<file path="src/rtl/bus_demux_pkg.sv">
package bus_demux_pkg;
    localparam int LO_W  = 8;
    localparam int MID_W = 8;
    localparam int HI_W  = 4;
    localparam int ADDR_W = LO_W + MID_W + HI_W;

    typedef enum logic [1:0] {
        PATH_OFF    = 2'd0,
        PATH_TO_MEM = 2'd1,
        PATH_TO_CPU = 2'd2
    } path_e;
endpackage

</file>
<file path="src/rtl/field_hold.sv">
module field_hold #(
    parameter int W = 8
) (
    input  logic         clk,
    input  logic         rst_n,
    input  logic         gate,
    input  logic [W-1:0] pins,
    output logic [W-1:0] held
);
    typedef struct packed {
        logic [W-1:0] val;
    } hold_t;

    hold_t s_d, s_q;

    always_comb begin
        s_d = s_q;
        if (gate) begin
            s_d.val = pins;
        end
    end

    always_ff @(posedge clk or negedge rst_n) begin
        if (!rst_n) begin
            s_q <= '0;
        end else begin
            s_q <= s_d;
        end
    end

    // transparent while gate is high, registered copy otherwise
    assign held = gate ? pins : s_q.val;
endmodule

</file>
<file path="src/rtl/strobe_gen.sv">
module strobe_gen (
    input  logic io_sel,
    input  logic rd_req_n,
    input  logic wr_req_n,
    output logic mem_rd_n,
    output logic mem_wr_n
);
    logic want_rd, want_wr, conflict;

    always_comb begin
        want_rd  = !rd_req_n && !io_sel;
        want_wr  = !wr_req_n && !io_sel;
        conflict = !rd_req_n && !wr_req_n;
        mem_rd_n = !(want_rd && !conflict);
        mem_wr_n = !(want_wr && !conflict);
    end
endmodule

</file>
<file path="src/rtl/data_steer.sv">
module data_steer
    import bus_demux_pkg::*;
#(
    parameter int DW = 8
) (
    input  logic          xmit,
    input  logic          xfer_en_n,
    input  logic [DW-1:0] from_cpu,
    input  logic [DW-1:0] from_mem,
    output logic [DW-1:0] to_mem,
    output logic          to_mem_oe,
    output logic [DW-1:0] to_cpu,
    output logic          to_cpu_oe
);
    path_e path;

    always_comb begin
        if (xfer_en_n) begin
            path = PATH_OFF;
        end else if (xmit) begin
            path = PATH_TO_MEM;
        end else begin
            path = PATH_TO_CPU;
        end
    end

    always_comb begin
        to_mem    = '0;
        to_cpu    = '0;
        to_mem_oe = 1'b0;
        to_cpu_oe = 1'b0;
        unique case (path)
            PATH_TO_MEM: begin
                to_mem    = from_cpu;
                to_mem_oe = 1'b1;
            end
            PATH_TO_CPU: begin
                to_cpu    = from_mem;
                to_cpu_oe = 1'b1;
            end
            default: ;
        endcase
    end
endmodule

</file>
<file path="src/rtl/bus_demux.sv">
module bus_demux
    import bus_demux_pkg::*;
(
    input  logic              clk,
    input  logic              rst_n,
    input  logic              addr_strobe,
    input  logic [LO_W-1:0]   bus_lo,
    input  logic [MID_W-1:0]  bus_mid,
    input  logic [HI_W-1:0]   bus_hi,
    input  logic              io_sel,
    input  logic              rd_req_n,
    input  logic              wr_req_n,
    input  logic              xmit,
    input  logic              xfer_en_n,
    input  logic [LO_W-1:0]   mem_d_in,
    output logic [ADDR_W-1:0] addr,
    output logic              mem_rd_n,
    output logic              mem_wr_n,
    output logic [LO_W-1:0]   mem_d_out,
    output logic              mem_d_oe,
    output logic [LO_W-1:0]   cpu_d_out,
    output logic              cpu_d_oe
);
    logic [LO_W-1:0] lo_held;
    logic [HI_W-1:0] hi_held;

    field_hold #(.W(LO_W)) u_lo (
        .clk  (clk),
        .rst_n(rst_n),
        .gate (addr_strobe),
        .pins (bus_lo),
        .held (lo_held)
    );

    field_hold #(.W(HI_W)) u_hi (
        .clk  (clk),
        .rst_n(rst_n),
        .gate (addr_strobe),
        .pins (bus_hi),
        .held (hi_held)
    );

    assign addr = {hi_held, bus_mid, lo_held};

    strobe_gen u_strb (
        .io_sel  (io_sel),
        .rd_req_n(rd_req_n),
        .wr_req_n(wr_req_n),
        .mem_rd_n(mem_rd_n),
        .mem_wr_n(mem_wr_n)
    );

    data_steer #(.DW(LO_W)) u_steer (
        .xmit     (xmit),
        .xfer_en_n(xfer_en_n),
        .from_cpu (bus_lo),
        .from_mem (mem_d_in),
        .to_mem   (mem_d_out),
        .to_mem_oe(mem_d_oe),
        .to_cpu   (cpu_d_out),
        .to_cpu_oe(cpu_d_oe)
    );
endmodule

</file>
<file path="config.mk">
export PLATFORM = sky130hd
export DESIGN_NAME = bus_demux
export DESIGN_NICKNAME = d
export VERILOG_FILES = /design/src/rtl/bus_demux_pkg.sv /design/src/rtl/field_hold.sv /design/src/rtl/strobe_gen.sv /design/src/rtl/data_steer.sv /design/src/rtl/bus_demux.sv
export SDC_FILE = /design/constraint.sdc
export NUM_CORES = 1
export LEC_CHECK = 0
export ABC_AREA = 1
export BUFFER_PORTS_ARGS = -buffer_cell sky130_fd_sc_hd__buf_2
export CORE_MARGIN = 1
export CORE_UTILIZATION = 33
export CTS_CLUSTER_DIAMETER = 120
export DETAILED_ROUTE_END_ITERATION = 6
export HOLD_SLACK_MARGIN = 0.15
export PLACE_DENSITY = 0.78
export SLEW_MARGIN = 10
export SYNTH_ARGS = -nofsm -noshare
export SYNTH_HDL_FRONTEND = slang
export SYNTH_SLANG_ARGS = --single-unit
export TNS_END_PERCENT = 5
</file>
<file path="constraint.sdc">
create_clock -name clk -period 0.8 [get_ports clk]
set_input_delay 0.16 -clock clk [delete_from_list [all_inputs] [get_ports clk]]
set_output_delay 0.16 -clock clk [all_outputs]
set_load 0.005 [all_outputs]
</file>
==> results.md, run 1 <==
* Levels on crit path at 3
* TritonCTS buffer count at 3
* Clock group share of total power at 25.3%
* RSZ-0062 raised after global routing: yes
* Die area at 2260 sq um
* Input/output buffers at 59
* Post-Syn Nets at 137
* Gr ovfl total at 0
* Number of vias per cell at 4.17
* IO Count at 76
* Hold Path Sink: u_hi.s_q[2]$_DFF_PN0_
* # H-tree levels at 1
* Worst path most repeated cell: nand2_1
* Final #Nets at 197
* FMAX at 970 MHz
* Worst reg2reg setup slack at 90 ps
* Rows at 16
* Hold path cells at 3
* CP Capture Type: output port
* Logic pwr share at 26.5%
* Via count at 776
* Detailed Route WL at 1.73 mm
* Crit share post-route at 129%
* Pleak at 0.722 nW
* Commonest non-fill, non-tap cell in the layout: buf_2
* Crit start category: flip-flop
* Arr. time, crit path at 870 ps
* Antenna fix cells at 0
* Clock skew at 0 ps
* Syn Inst Count at 101
* Clock-pin slew on the worst setup and hold paths at 70 ps
* Pwr dens at 1360 nW/um^2
* Crit path time final at 1030 ps
* Global-route wire length before repair at 2.14 mm
* Initial Util at 34.9%
* RePlAce Congestion at 0.804
* Sw Share at 27.1%
* Placeable Area at 1960 sq um
* Cell Count, Final, Fillers Out at 186
* Unique masters post-synth at 9
* Fraction of layout instances using a drive strength above 1 at 45.3%
* # hold bufs at CTS at 1
* FF+latch count, synth at 12
* Sequential share of power at 48.3%
* Final core utilization at 52.2%
* CP peak stage delay at 360 ps
* Max stage delay cell, worst path: dfrtp_1
* Worst hold path type: in -> reg
* Crit path required time at 640 ps
* Violated checks: setup timing
* Layout area overhead at 49.5%
* Max Root-Sink Buffers at 2
* Min-delay src: bus_hi[2]
* DRT antenna net count at 0
* GRT Total Usage at 13.3%
* Peak VDD IR at 0.555 mV
* Clock sinks at 12
* Worst Path Buf+Inv at 1
* Syn Std Cell Area at 684 sq um
* Placed cells at 182
* Max Slew Vio Count at 0
* Reg-to-Reg Start: u_hi.s_q[1]$_DFF_PN0_
* Max Cap Viol at 0
* Starting DRT DRC Count at 7
* YS warnings at 0
* Vias in the first global route at 569
* Later-pin clock latency in the skew report at 260 ps
* Final setup viols at 14
* Die span in x at 47.5 um
* DR WL/cell at 9.29 um
* Sequential element share of the synthesized area at 43.9%
* Outcome: finished, violations left
* Most frequent cells in the layout: buf_2, nand2_1, inv_1, nor2_1, dfrtp_1
* R2R cell count at 3
* DRC Markers at 0
* RR Endpoint: u_hi.s_q[1]$_DFF_PN0_
* Final WS setup at -231 ps
* Detailed Routing Iterations Pass 1 at 4
* Largest net degree at the start of global routing at 13
* Slew HR at 81.9%
* Root buf cell: clkbuf_4
* Syn_area_per_cell at 6.78 sq um
* Initial antenna violation count at 0
* NetSw at 0.000377 W
* Crit path max fanout at 2
* Die Ht at 47.5 um
* Dpl hpwl at 1.36 mm
* Worst path cell trace: nand2_1 > nand2_1 > buf_2
* Final Hold Viols at 0
* # fillers at 208
* Cell-internal power at 0.00101 W
* CP top delay family: flip-flops
* Worst Max-Slew Pin Slew at 271 ps
* CTS tree: yes
* WS Path Type: reg -> out
[per-layer routing]
layer	vias up	track usage, %	wire length (um)
met2	50	24.7	828
met1	333	15.0	708
met3	2	2.64	185
met5	-	0	0
li1	391	-	-
met4	0	5.00	5
[Yosys cell counts]
master    instances  area share (%)
dfrtp_1          12              44
nand2_2           2             1.8
nor2_1           17             9.3
buf_6             1             1.6
nand3b_1          1             1.1
buf_4             9             9.9
inv_1            21              12
nand2_1          37              20
inv_2             1            0.55
[power groups by stage]
stage                     Combinational (W)  Sequential (W)  Clock (W)
after floorplan                    0.000178        0.000681          0
after global placement             0.000343        0.000684          0
after detailed placement           0.000355        0.000684          0
after CTS                          0.000361        0.000672   0.000367
after global routing               0.000420        0.000676   0.000375
final                              0.000368        0.000672   0.000351
[registers in the layout, summed over array words and instances, names as in the netlist]
name / cells
u_hi.s_q: 4
u_lo.s_q: 8
[worst max-delay path by stage]
stage,startpoint,end,slack (ps)
after detailed placement,xfer_en_n,mem_d_out[3],-110
after floorplan,u_lo.s_q[0]$_DFF_PN0_,addr[0],190
final,u_lo.s_q[1]$_DFF_PN0_,addr[1],-230
after global routing,u_lo.s_q[3]$_DFF_PN0_,addr[3],-290
after global placement,addr_strobe,addr[1],-60
after CTS,u_lo.s_q[7]$_DFF_PN0_,addr[7],-250
[tightest hold or removal path: stages]
cell,delay (ps)
buf_2,70
nand2_1,40
nand2_1,70
[per-stage QoR]
step | setup WS [ps] | TNS (ps) | instance area, sq um | hold WS [ps] | power [W]
floorplan | 189 | 0 | 684 | -136 | 0.000859
global placement | -64.0 | -1100 | 972 | 43.2 | 0.00103
detailed placement | -107 | -1960 | 972 | 49.0 | 0.00104
CTS | -253 | -3990 | 1000 | 113 | 0.00140
global route | -289 | -3680 | 1020 | 121 | 0.00147
finish | -231 | -2720 | 1020 | 116 | 0.00139
[final cells by class]
cell class | instances | area [sq um] | share of cell area, %
clock buffer | 3 | 22.5 | 2.20
inverter | 22 | 85.1 | 8.31
multi-input combinational | 57 | 233 | 22.7
sequential | 12 | 300 | 29.3
tap | 27 | 33.8 | 3.30
timing repair buffer | 65 | 349 | 34.1
[cells by family after synthesis]
family / count (synthesis) / synth area share, %
buf+inv: 32 / 23.6
simple gates: 57 / 32.5
flops: 12 / 43.9
[repair_timing]
item                                    CTS  global route
endpoints found under the hold margin    21             2
endpoints found under the setup margin   29            30
buffers inserted                          0             0
gates resized for setup                   0             6
pin swaps                                 0             2
No activity file was read; power rests on OpenSTA's default activity.
==> inputs of run 2 (changes only) <==
--- a/config.mk
+++ b/config.mk
@@ -12,7 +12,7 @@
 export CTS_CLUSTER_DIAMETER = 120
 export DETAILED_ROUTE_END_ITERATION = 6
 export HOLD_SLACK_MARGIN = 0.15
-export PLACE_DENSITY = 0.78
+export PLACE_DENSITY = 0.86
 export SLEW_MARGIN = 10
 export SYNTH_ARGS = -nofsm -noshare
 export SYNTH_HDL_FRONTEND = slang
==> results.md, run 2 (synthesized netlist as in run 1, its figures left out) <==
* DRC Markers at 0
* RR Endpoint: u_hi.s_q[0]$_DFF_PN0_
* Biggest register: u_lo.s_q
* Worst hold path type: in -> reg
* Later-pin clock latency in the skew report at 250 ps
* Largest registers: u_lo.s_q (8), u_hi.s_q (4)
* Pleak at 0.746 nW
* # fillers at 192
* CP Capture Type: output port
* RSZ-0062 raised after global routing: yes
* GRT Total Usage at 14.9%
* Outcome: finished, violations left
* Slew HR at 82.6%
* Max Slew Vio Count at 0
* Detailed Route WL at 1.61 mm
* Worst Max-Slew Pin Slew at 261 ps
* Reg-to-Reg Start: u_hi.s_q[0]$_DFF_PN0_
* Die span in x at 47.5 um
* Crit path required time at 640 ps
* Clock-pin slew on the worst setup and hold paths at 60 ps
* Final Hold Viols at 0
* Crit start category: flip-flop
* FMAX at 969 MHz
* Fraction of layout instances using a drive strength above 1 at 47.9%
* DR WL/cell at 8.49 um
* Dpl hpwl at 1.34 mm
* Placeable Area at 1960 sq um
* Post-route cell area at 1070 sq um
* Detailed Routing Iterations Pass 1 at 4
* Gr ovfl total at 0
* Cell Count, Final, Fillers Out at 190
* Clock sinks at 12
* Die area at 2260 sq um
* Min-delay src: bus_hi[3]
* Vias in the first global route at 618
* Arr. time, crit path at 870 ps
* Input/output buffers at 59
* R2R cell count at 4
* Hold path cells at 3
* Initial Util at 34.9%
* Root buf cell: clkbuf_4
* Layout area overhead at 56.1%
* Global-route wire length before repair at 2.34 mm
* WS Path Type: reg -> out
* Largest net degree at the start of global routing at 13
* Placed cells at 185
* Number of vias per cell at 4.14
* Pwr dens at 1310 nW/um^2
* Max Cap Viol at 0
* Starting DRT DRC Count at 5
* Die Ht at 47.5 um
* Placed inst area at 1010 sq um
* Crit share post-route at 129%
* Commonest non-fill, non-tap cell in the layout: buf_2
* Crit path max fanout at 2
* # hold bufs at CTS at 1
* Antenna fix cells at 0
* Number of flip-flops in the largest register at 8
* Crit path time final at 1030 ps
* Via count at 786
* Rows at 16
* CTS tree: yes
* Final #Nets at 201
* Initial antenna violation count at 0
* DRT antenna net count at 0
* Peak VDD IR at 0.454 mV
* Final WS setup at -232 ps
* Final core utilization at 54.5%
* Final setup viols at 13
* Max Root-Sink Buffers at 2
* Worst reg2reg setup slack at -30 ps
* # H-tree levels at 1
* Place WS at -91.5 ps
* Clock skew at 0 ps
* RePlAce Congestion at 0.675
* IO Count at 76
* Most frequent cells in the layout: buf_2, nand2_1, inv_1, nor2_1, dfrtp_1
* TritonCTS buffer count at 3
* Violated checks: setup timing
* Hold Path Sink: u_hi.s_q[3]$_DFF_PN0_
[run 2: critical path: stages, from the launching register on]
cell     delay [ps]
dfrtp_1         380
nand2_1          70
nand2_1          60
buf_2           120
[run 2: per-layer routing]
layer / part of all wire (%) / vias up / GRT usage [%]
met2: 50 / 54 / 28.2
met4: 0 / 0 / 5.00
met5: 0 / - / 0
li1: - / 399 / -
met1: 38 / 333 / 15.9
met3: 12 / 0 / 3.77
[run 2: final cells by class]
class                   count  area, sq um  area share [%]
flip-flops and latches     12          300            28.1
inverters                  22         85.1            7.96
repair buffers             69          389            36.4
clock buffers               3         22.5            2.11
well taps                  27         33.8            3.16
multi-input cells          57          238            22.2
[run 2: report_power, final]
group          switching, W  internal, W  total, W
Sequential        0.0000148     0.000660  0.000675
Combinational      0.000191     0.000211  0.000403
Clock              0.000152     0.000173  0.000325
[run 2: worst max-delay path by stage]
stage	from	end	slack, ps
global placement	addr_strobe	addr[0]	-70
global route	u_hi.s_q[3]$_DFF_PN0_	addr[19]	-320
detailed placement	addr_strobe	addr[0]	-90
floorplan	u_lo.s_q[0]$_DFF_PN0_	addr[0]	190
CTS	u_hi.s_q[0]$_DFF_PN0_	addr[16]	-240
finish	u_hi.s_q[0]$_DFF_PN0_	addr[16]	-230
[run 2: timing repair]
item,in CTS,in global routing
pin swaps,1,1
gates resized for setup,1,7
buffers inserted,1,0
setup endpoints to repair,29,31
endpoints found under the hold margin,16,1
[run 2: through the flow]
| stage | total power (W) | setup TNS [ps] | hold WS [ps] |
|---|---|---|---|
| final | 0.00140 | -2590 | 128 |
| after global routing | 0.00154 | -4170 | 142 |
| after CTS | 0.00142 | -3630 | 121 |
| after detailed placement | 0.00107 | -1740 | 46.4 |
| after global placement | 0.00106 | -1400 | 41.9 |
| after floorplan | 0.000859 | 0 | -136 |
